$ cat src/rtl/xflow_pkg.sv
// Shared types and threshold tables for the Xon/Xoff flow controller.
// Assumes a 16-entry receive FIFO and a two-bit trigger selector.
package xflow_pkg;

    // Suspend state of the local transmitter
    typedef enum logic [1:0] {
        GATE_RUN   = 2'd0,
        GATE_DRAIN = 2'd1,
        GATE_HALT  = 2'd2
    } gate_state_t;

    // Occupancy at or above which a stop character is requested
    function automatic int unsigned upper_mark(input logic [1:0] sel);
        case (sel)
            2'd0:    return 4;
            2'd1:    return 8;
            2'd2:    return 12;
            default: return 14;
        endcase
    endfunction

    // Occupancy at or below which a start character is requested
    function automatic int unsigned lower_mark(input logic [1:0] sel);
        case (sel)
            2'd0:    return 1;
            2'd1:    return 4;
            2'd2:    return 8;
            default: return 10;
        endcase
    endfunction

endpackage

$ cat src/rtl/xflow_match.sv
// Pattern matcher for one flow-control pattern (stop or start).
// Single mode: a hit is a received character equal to c1.
// Pair mode: a hit is c1 followed directly by c2. A broken partial
// match re-checks the breaking character as a new c1.
// Assumes rx_valid is a one-cycle strobe per character.
module xflow_match #(
    parameter int unsigned DW = 8
) (
    input  logic          clk,
    input  logic          rst_n,
    input  logic          en,
    input  logic          pair_mode,
    input  logic          rx_valid,
    input  logic [DW-1:0] rx_data,
    input  logic [DW-1:0] c1,
    input  logic [DW-1:0] c2,
    output logic          hit
);
    logic armed;
    logic is_c1;
    logic is_c2;

    // Compare the current character with both pattern values
    always_comb begin
        is_c1 = (rx_data == c1);
        is_c2 = (rx_data == c2);
    end

    // Decide whether the current character completes the pattern
    always_comb begin
        if (!en || !rx_valid)
            hit = 1'b0;
        else if (pair_mode)
            hit = armed && is_c2;
        else
            hit = is_c1;
    end

    // Track a pending first character in pair mode
    always_ff @(posedge clk) begin
        if (!rst_n || !en || !pair_mode)
            armed <= 1'b0;
        else if (rx_valid)
            armed <= !hit && is_c1;
    end


    // armed_src_chk: a partial match appears only after a first character arrives
    armed_src_chk: assert property (@(posedge clk) disable iff (!rst_n)
        $rose(armed) |-> $past(rx_valid && rx_data == c1 && pair_mode));

endmodule

$ cat src/rtl/xflow_gate.sv
// Transmit gate: suspends the transmitter on a stop match, only once the
// serializer is between characters, and resumes it on a start match.
// It also keeps the stop interrupt flag.
// Assumes the hits are already qualified by rx_valid.
module xflow_gate
    import xflow_pkg::*;
(
    input  logic clk,
    input  logic rst_n,
    input  logic rx_fc_en,
    input  logic stop_hit,
    input  logic start_hit,
    input  logic tx_idle,
    input  logic irq_en,
    output logic tx_allow,
    output logic stop_irq,
    output logic act_char
);
    gate_state_t state, state_nx;
    logic        act_stop;
    logic        act_start;
    logic        flag_q;

    // Select which match is acted on in the present state
    always_comb begin
        act_stop  = rx_fc_en && (state == GATE_RUN) && stop_hit;
        act_start = rx_fc_en && (state != GATE_RUN) && start_hit;
        act_char  = act_stop || act_start;
    end

    // Next-state logic for the suspend machine
    always_comb begin
        state_nx = state;
        if (!rx_fc_en)
            state_nx = GATE_RUN;
        else begin
            case (state)
                GATE_RUN:   if (act_stop) state_nx = tx_idle ? GATE_HALT : GATE_DRAIN;
                GATE_DRAIN: if (act_start) state_nx = GATE_RUN;
                            else if (tx_idle) state_nx = GATE_HALT;
                GATE_HALT:  if (act_start) state_nx = GATE_RUN;
                default:    state_nx = GATE_RUN;
            endcase
        end
    end

    // State register
    always_ff @(posedge clk) begin
        if (!rst_n) state <= GATE_RUN;
        else        state <= state_nx;
    end

    // Interrupt flag: set by an enabled stop match, cleared by a start match
    always_ff @(posedge clk) begin
        if (!rst_n)
            flag_q <= 1'b0;
        else if (act_start)
            flag_q <= 1'b0;
        else if (act_stop && irq_en)
            flag_q <= 1'b1;
    end

    assign tx_allow = (state != GATE_HALT);
    assign stop_irq = flag_q;


    // halt_at_idle_chk: the transmitter is held only after an idle sample
    halt_at_idle_chk: assert property (@(posedge clk) disable iff (!rst_n)
        $fell(tx_allow) |-> $past(tx_idle));


    // resume_on_start_chk: hold is released only by a start match or disable
    resume_on_start_chk: assert property (@(posedge clk) disable iff (!rst_n)
        $rose(tx_allow) |-> $past(start_hit || !rx_fc_en));


    // irq_enable_chk: the flag rises only when its enable was set
    irq_enable_chk: assert property (@(posedge clk) disable iff (!rst_n)
        $rose(stop_irq) |-> $past(irq_en && stop_hit));

endmodule

$ cat src/rtl/xflow_txreq.sv
// Send-request generator: asks for a stop character when receive FIFO
// occupancy reaches the upper mark, and for a start character when it
// later drains to the lower mark. Each request is a one-cycle pulse.
// Assumes the upper mark is above the lower mark for every selector value.
module xflow_txreq
    import xflow_pkg::*;
#(
    parameter int unsigned LW = 5
) (
    input  logic          clk,
    input  logic          rst_n,
    input  logic          req_en,
    input  logic [1:0]    trig_sel,
    input  logic [LW-1:0] level,
    output logic          send_stop,
    output logic          send_start
);
    logic        stop_sent;
    logic        want_stop;
    logic        want_start;
    int unsigned lvl;

    // Compare occupancy with the selected marks
    always_comb begin
        lvl        = int'(level);
        want_stop  = req_en && !stop_sent && (lvl >= upper_mark(trig_sel));
        want_start = req_en && stop_sent && (lvl <= lower_mark(trig_sel));
    end

    // Remember that a stop was requested and register the pulses
    always_ff @(posedge clk) begin
        if (!rst_n || !req_en) begin
            stop_sent  <= 1'b0;
            send_stop  <= 1'b0;
            send_start <= 1'b0;
        end else begin
            send_stop  <= want_stop;
            send_start <= want_start;
            if (want_stop)       stop_sent <= 1'b1;
            else if (want_start) stop_sent <= 1'b0;
        end
    end


    // stop_once_chk: a stop request never lasts two cycles
    stop_once_chk: assert property (@(posedge clk) disable iff (!rst_n)
        send_stop |=> !send_stop);


    // req_excl_chk: both requests are never raised together
    req_excl_chk: assert property (@(posedge clk) disable iff (!rst_n)
        !(send_stop && send_start));

endmodule

$ cat src/rtl/xflow_ctrl.sv
// Top of the Xon/Xoff flow controller for one serial channel.
// It joins two pattern matchers (stop, start), the transmit gate and the
// send-request generator. Assumes a synchronous active-low reset.
module xflow_ctrl #(
    parameter int unsigned DW = 8,
    parameter int unsigned LW = 5
) (
    input  logic          clk,
    input  logic          rst_n,
    input  logic          rx_valid,
    input  logic [DW-1:0] rx_data,
    input  logic [DW-1:0] stop_c1,
    input  logic [DW-1:0] stop_c2,
    input  logic [DW-1:0] start_c1,
    input  logic [DW-1:0] start_c2,
    input  logic          pair_mode,
    input  logic          rx_fc_en,
    input  logic          tx_req_en,
    input  logic          stop_irq_en,
    input  logic [1:0]    trig_sel,
    input  logic [LW-1:0] fifo_level,
    input  logic          tx_idle,
    output logic          tx_allow,
    output logic          send_stop,
    output logic          send_start,
    output logic          stop_irq,
    output logic          fc_char
);
    localparam int unsigned NPAT = 2;

    logic [DW-1:0] pat_c1 [NPAT];
    logic [DW-1:0] pat_c2 [NPAT];
    logic [NPAT-1:0] pat_hit;

    // Gather the pattern values: index 0 stops, index 1 starts
    always_comb begin
        pat_c1[0] = stop_c1;
        pat_c2[0] = stop_c2;
        pat_c1[1] = start_c1;
        pat_c2[1] = start_c2;
    end

    for (genvar gi = 0; gi < NPAT; gi++) begin : g_pat
        xflow_match #(.DW(DW)) u_match (
            .clk       (clk),
            .rst_n     (rst_n),
            .en        (rx_fc_en),
            .pair_mode (pair_mode),
            .rx_valid  (rx_valid),
            .rx_data   (rx_data),
            .c1        (pat_c1[gi]),
            .c2        (pat_c2[gi]),
            .hit       (pat_hit[gi])
        );
    end

    xflow_gate u_gate (
        .clk       (clk),
        .rst_n     (rst_n),
        .rx_fc_en  (rx_fc_en),
        .stop_hit  (pat_hit[0]),
        .start_hit (pat_hit[1]),
        .tx_idle   (tx_idle),
        .irq_en    (stop_irq_en),
        .tx_allow  (tx_allow),
        .stop_irq  (stop_irq),
        .act_char  (fc_char)
    );

    xflow_txreq #(.LW(LW)) u_txreq (
        .clk        (clk),
        .rst_n      (rst_n),
        .req_en     (tx_req_en),
        .trig_sel   (trig_sel),
        .level      (fifo_level),
        .send_stop  (send_stop),
        .send_start (send_start)
    );


    // strobe_valid_chk: the match strobe appears only with a received character
    strobe_valid_chk: assert property (@(posedge clk) disable iff (!rst_n)
        fc_char |-> (rx_valid && rx_fc_en));


    // disabled_run_chk: with receive matching off the transmitter is not held later
    disabled_run_chk: assert property (@(posedge clk) disable iff (!rst_n)
        !rx_fc_en |=> tx_allow);

endmodule

$ cat config.mk
export PLATFORM = sky130hd
export DESIGN_NAME = xflow_ctrl
export DESIGN_NICKNAME = d
export VERILOG_FILES = /design/src/rtl/xflow_pkg.sv /design/src/rtl/xflow_match.sv /design/src/rtl/xflow_gate.sv /design/src/rtl/xflow_txreq.sv /design/src/rtl/xflow_ctrl.sv
export SDC_FILE = /design/constraint.sdc
export NUM_CORES = 1
export LEC_CHECK = 0
export BUFFER_PORTS_ARGS = -buffer_cell sky130_fd_sc_hd__buf_2
export CAP_MARGIN = 10
export CORE_ASPECT_RATIO = 0.7
export CORE_UTILIZATION = 40
export CTS_BUF_LIST = sky130_fd_sc_hd__clkbuf_2 sky130_fd_sc_hd__clkbuf_4 sky130_fd_sc_hd__clkbuf_8
export DETAILED_ROUTE_END_ITERATION = 6
export GPL_ROUTABILITY_DRIVEN = 0
export PLACE_DENSITY = 0.76
export RECOVER_POWER = 100
export SETUP_SLACK_MARGIN = 0.3
export SLEW_MARGIN = 20
export SYNTH_ARGS = -nofsm -noshare
export SYNTH_HDL_FRONTEND = slang
export SYNTH_SLANG_ARGS = --single-unit
$ cat constraint.sdc
create_clock -name clk -period 2.8 [get_ports clk]
set_clock_uncertainty 0.1 [all_clocks]
set_input_delay 0.28 -clock clk [delete_from_list [all_inputs] [get_ports clk]]
set_output_delay 0.28 -clock clk [all_outputs]
set_load 0.01 [all_outputs]
=== Word-level counts from Yosys, hierarchy flattened ===
Index checks and enable logic that the tools add are counted.
Widths: inputs -> output; s select.

* Bits of input ports: 55
* Logic and storage cells: 69
* Register bits after elaboration: 8
* Output and inout port bits: 5

* Reduce and logical (&&, ||, !) cells: 33
* Bitwise logic cells: 1
* Multiplexer cells: 14
* $lt $le $gt $ge: 2
* Eq/ne operators: 12

{| class="wikitable"
|+ Operator list
! kind !! number
|-
| $eq 8x8->1 || 4
|-
| $pmux 4 s3 || 2
|-
| $logic_and 1x1->1 || 13
|-
| $mux 2 || 5
|-
| $logic_not 1->1 || 8
|-
| $mux 1 || 6
|-
| $pmux 2 s3 || 1
|-
| $ge 5x4->1 || 1
|-
| $le 5x4->1 || 1
|-
| $logic_or 1x1->1 || 5
|-
| $eq 2x1->1 const B || 2
|-
| $eq 2x2->1 const B || 2
|-
| $logic_not 2->1 || 2
|-
| $ne 2x1->1 const B || 2
|-
| $reduce_bool 2->1 || 2
|-
| $ne 3x2->1 const B || 1
|-
| $reduce_and 3->1 || 1
|-
| $ne 2x2->1 const B || 1
|-
| $reduce_and 2->1 || 1
|-
| $reduce_or 2->1 || 1
|-
| $not 1->1 || 1
|}

=== Longest topological paths before layout ===
* Depth in word-level cells: 7
* Depth in mapped cells: 8
* Mapped depth without buffers: 8

=== Modules after synthesis ===
Synthesis repeated with hierarchy kept, for this count alone.

* Cell total of the unflattened synthesis: 117
* Area, all modules: 960.9 um^2

{| class="wikitable"
|+ By module, submodules not included
! module !! area each (um^2) !! instances !! cells an instance !! sequential area each (um^2)
|-
| xflow_match || 242.7 || 2 || 29 || 20.0
|-
| xflow_txreq || 280.3 || 1 || 35 || 60.1
|-
| xflow_gate || 195.2 || 1 || 24 || 60.1
|}

=== Worst setup path before layout ===
No wires, ideal clock.

* Path kind: input to output
* From: input port rx_data[1]
* To: output port fc_char
* Stages on the path: 5
* Path slack: 1197 ps
* Data arrival time: 1223 ps
* Buffers on the path: 0
* Required time: 2420 ps
* Cells stage by stage: xor2_1 -> nor4_2 -> and3_4 -> nor3_1 -> a21oi_1

* Word-level cells in the longest chain between the ends: 6
* Elaborated cells on any way between the ends: 13
* Those cells by class: eq/ne (4); mux (4); reduce/logical (5)

{| class="wikitable"
|+ Ends and longest elaborated chain
! item !! RTL line !! text
|-
| start: declaration || xflow_ctrl.sv:11 || <nowiki>input logic [DW-1:0] rx_data,</nowiki>
|-
| $eq 8x8->1 || xflow_match.sv:26 || <nowiki>is_c2 = (rx_data == c2);</nowiki>
|-
| $logic_and 1x1->1 || xflow_match.sv:34 || <nowiki>hit = armed && is_c2;</nowiki>
|-
| $mux 1 || xflow_match.sv:33 || <nowiki>else if (pair_mode)</nowiki>
|-
| $mux 1 || xflow_match.sv:31 || <nowiki>if (!en || !rx_valid)</nowiki>
|-
| $logic_and 1x1->1 (on tied branches) || xflow_gate.sv:26, xflow_gate.sv:27 ||
|-
| $logic_or 1x1->1 (*) || xflow_gate.sv:28 || <nowiki>act_char = act_stop || act_start;</nowiki>
|-
| end: declaration || xflow_ctrl.sv:27 || <nowiki>output logic fc_char</nowiki>
|}

Every way passes the cells marked *; elsewhere a longest branch is shown, timed or not.

=== Worst setup path after layout ===
* From: input port rx_data[3]
* To: output port fc_char

Same word-level chain as after synthesis.

==> run summary <==
====================================================================================
DIE AREA                                                                    2550 um2
Clock Tree Buf Depth                                                               2
Part of the Yosys area used for sequential elements                            0.170
Die Y-Extent                                                                 42.6 um
Switching pwr                                                                 109 uW
Placed Cells                                                                     207
Number of flops mapped to enable cells by yosys                                    0
Setup tns final                                                                 0 ns
DRC                                                                                0
RSZ-0062 raised after global routing                                           false
Sequential cell area in the final layout                                     160 um2
Clock transition at path regs                                                0.05 ns
Routed wire length                                                           2540 um
Largest driver fanout on the critical path                                         5
Share of total power consumed by net switching                                 0.315
Die Wd                                                                       59.9 um
Remaining max-slew budget at the tightest pin                                  0.651
Via total after detailed routing                                                1086
Core footprint                                                              2190 um2
Final worst setup slack                                                     0.774 ns
Count of mapped cells out of synthesis                                           116
Fill cell count                                                                  202
Share of total power in the clock network                                      0.256
Vias per Instance                                                               5.17
Cell type contributing the most total cell area after synthesis              xnor2_1
Post-layout nets                                                                 242
Summed instance area of the synthesized netlist                              940 um2
Detailed router's first-iteration violation count                                 47
Finished layout cell area                                                   1290 um2
Synth Flop Type                                                              dfxtp_1
Biggest area contributors in the synthesized netlist                    xnor2_1 (22%), dfxtp_1 (17%), ha_1 (9.3%), xor2_1 (7.5%), nand4_1 (6.0%)
Detailed-placement wirelength estimate                                       2300 um
Crit path capture type                                                   output port
Sequential Power Share                                                         0.338
Antenna violation net count after detailed routing                                 0
Number of buffers added on ports                                                  59
Sort of element at the start of the critical path                          input pin
Area added between synthesis and finish                                        37.2%
Fraction of layout instances using a drive strength above 1                    0.326
Final critical-path share of the clock period                                  0.723
Number of global-route vias before repair                                       1010
PwrDens                                                                   268 nW/um2
Antenna violations before repair                                                   0
Worst-case register-to-register setup slack                                  1.32 ns
Worst-Margin Slew                                                           0.519 ns
Required time worst endpoint                                                 2.42 ns
H-Tree Level Count                                                                 1
# setup viols final                                                                0
Launching element of the worst setup path                                 rx_data[3]
Reg-to-Reg Start                                                        g_pat[1].u_match.armed
Power share of the combinational group                                         0.406
Overall overflow remaining after global route                                      0
Per-cell routed wire length                                                  12.1 um
Area of the multi-input gates                                                761 um2
Pin count of the biggest net entering global routing                               7
Arr. time, crit path                                                         1.65 ns
Final count of pins violating max slew                                             0
Termination of the worst setup path                                          fc_char
Peak Freq                                                                    494 MHz
Number of warnings printed during yosys synthesis                                  0
CTS Root Buffer Type                                                        clkbuf_4
Endpoint of the worst-slack reg-to-reg timing path                      u_gate.stop_irq
Final Hold Slack                                                            0.198 ns
Final Critical Period                                                        2.03 ns
Sinks on Clock Net                                                                 8
Result of the run                                                       finished clean
Cells resized by post-CTS repair                                                   0
Final hold viol count                                                              0
Aggregate global-route resource usage                                          0.216
Clock buffer count from CTS                                                        3
Peak supply drop                                                         0.0000983 V
Int Pwr                                                                       237 uW
Final standard cell count with taps included and fillers excluded                210
Number of antenna cells inserted                                                   0
Type of the most critical hold path                                           in2reg
Area share of the largest cell type after synthesis                            0.224
Post-synthesis register bit count                                                  8
Area after detailed placement                                               1270 um2
CTS Hold Bufs                                                                      0
TritonCTS clock tree                                                             yes
Initial Utilization                                                            0.429
Initial DRT Pass Iterations                                                        4
Insertion delay to the later sink of the worst-skew pair                     0.26 ns
Leading cell type in the layout, fill and taps excluded                        buf_2
Worst setup slack after placement                                           0.849 ns
Buffer count from post-CTS setup fixing                                            0
I/O pin total                                                                     60
Category of the critical setup timing path                                    in2out
Leakage                                                                     0.579 nW
Post-Synthesis Net Count                                                         178
Mean instance size in the synthesized netlist                               8.10 um2
Leading cell types in the layout, fill and taps excluded                buf_2 (52), xnor2_1 (24), nand4_1 (9)
Number of maximum-capacitance violations                                           0
Share of flip-flops with an asynchronous set or reset after synthesis              0
Number of core rows                                                               14
Number of different library cells in the post-synthesis netlist                   30
Global-route wire length before repair                                       4240 um
Cells on worst reg2reg path                                                        4
====================================================================================
-- stage by stage --
step	utilization	total power, mW
2_1_floorplan	-	0.192
3_3_place_gp	0.582	0.254
3_5_place_dp	0.582	0.260
4_1_cts	0.593	0.350
5_1_grt	0.589	0.370
6_report	0.589	0.346
-- state kept, by name, summed over array words and instances (netlist names) --
register / cells
u_gate.state: 2
u_txreq.send_start: 1
u_txreq.stop_sent: 1
u_txreq.send_stop: 1
g_pat.u_match.armed: 2
u_gate.stop_irq: 1
-- metal layers --
metal	wire [um]	track usage	vias to the layer above
met5	0	0	-
met4	0	0.0279	0
met3	197	0.0432	0
met2	1220	0.362	51
met1	1120	0.290	492
li1	-	-	543
-- power by group through the flow --
stage	logic [mW]	clock network (mW)	registers, mW
after detailed placement	0.141	0	0.119
after floorplan	0.0722	0	0.120
final	0.140	0.0884	0.117
after CTS	0.142	0.0915	0.117
after global routing	0.155	0.0977	0.117
after global placement	0.135	0	0.119
-- cells by family after synthesis --
group | Yosys count | synth area share
AO/OA/AOI/OAI | 17 | 0.125
flip-flops | 8 | 0.170
AND/OR/NAND/NOR | 47 | 0.293
buffers and inverters | 5 | 0.0200
XOR/XNOR | 32 | 0.298
adder cells (fa/ha/maj) | 7 | 0.0932
-- how the worst min path moves through the flow --
| stage | startpoint | end | cells past startpoint |
|---|---|---|---|
| after floorplan | pair_mode | g_pat[0].u_match.armed | 2 |
| final | tx_idle | u_gate.state[1] | 2 |
| after global placement | u_txreq.stop_sent | u_txreq.send_stop | 1 |
| after global routing | tx_idle | u_gate.state[1] | 2 |
| after detailed placement | u_txreq.stop_sent | u_txreq.send_stop | 1 |
| after CTS | tx_req_en | u_txreq.send_stop | 3 |
-- worst max-delay path, stage by stage --
cell	delay (ns)
clkbuf_1	0.23
xnor2_1	0.18
nand4_1	0.12
nor3_1	0.42
nor3_1	0.09
a21oi_1	0.16
clkbuf_1	0.17
-- final cells by class --
cell class / instances / share of cell area
clock buffers: 3 / 0.0175
repair buffers: 59 / 0.222
inverters: 5 / 0.0146
well taps: 32 / 0.0311
flip-flops and latches: 8 / 0.124
multi-input cells: 103 / 0.590
-- synthesized netlist by cell type (all sizes together), types with 4 or more instances --
cell type  count
a21oi          5
and3           4
dfxtp          8
ha             7
inv            5
nand2          8
nand2b         5
nand4          9
nor2           6
nor3           6
xnor2         24
xor2           8
Power figures use the tool's default switching activity.
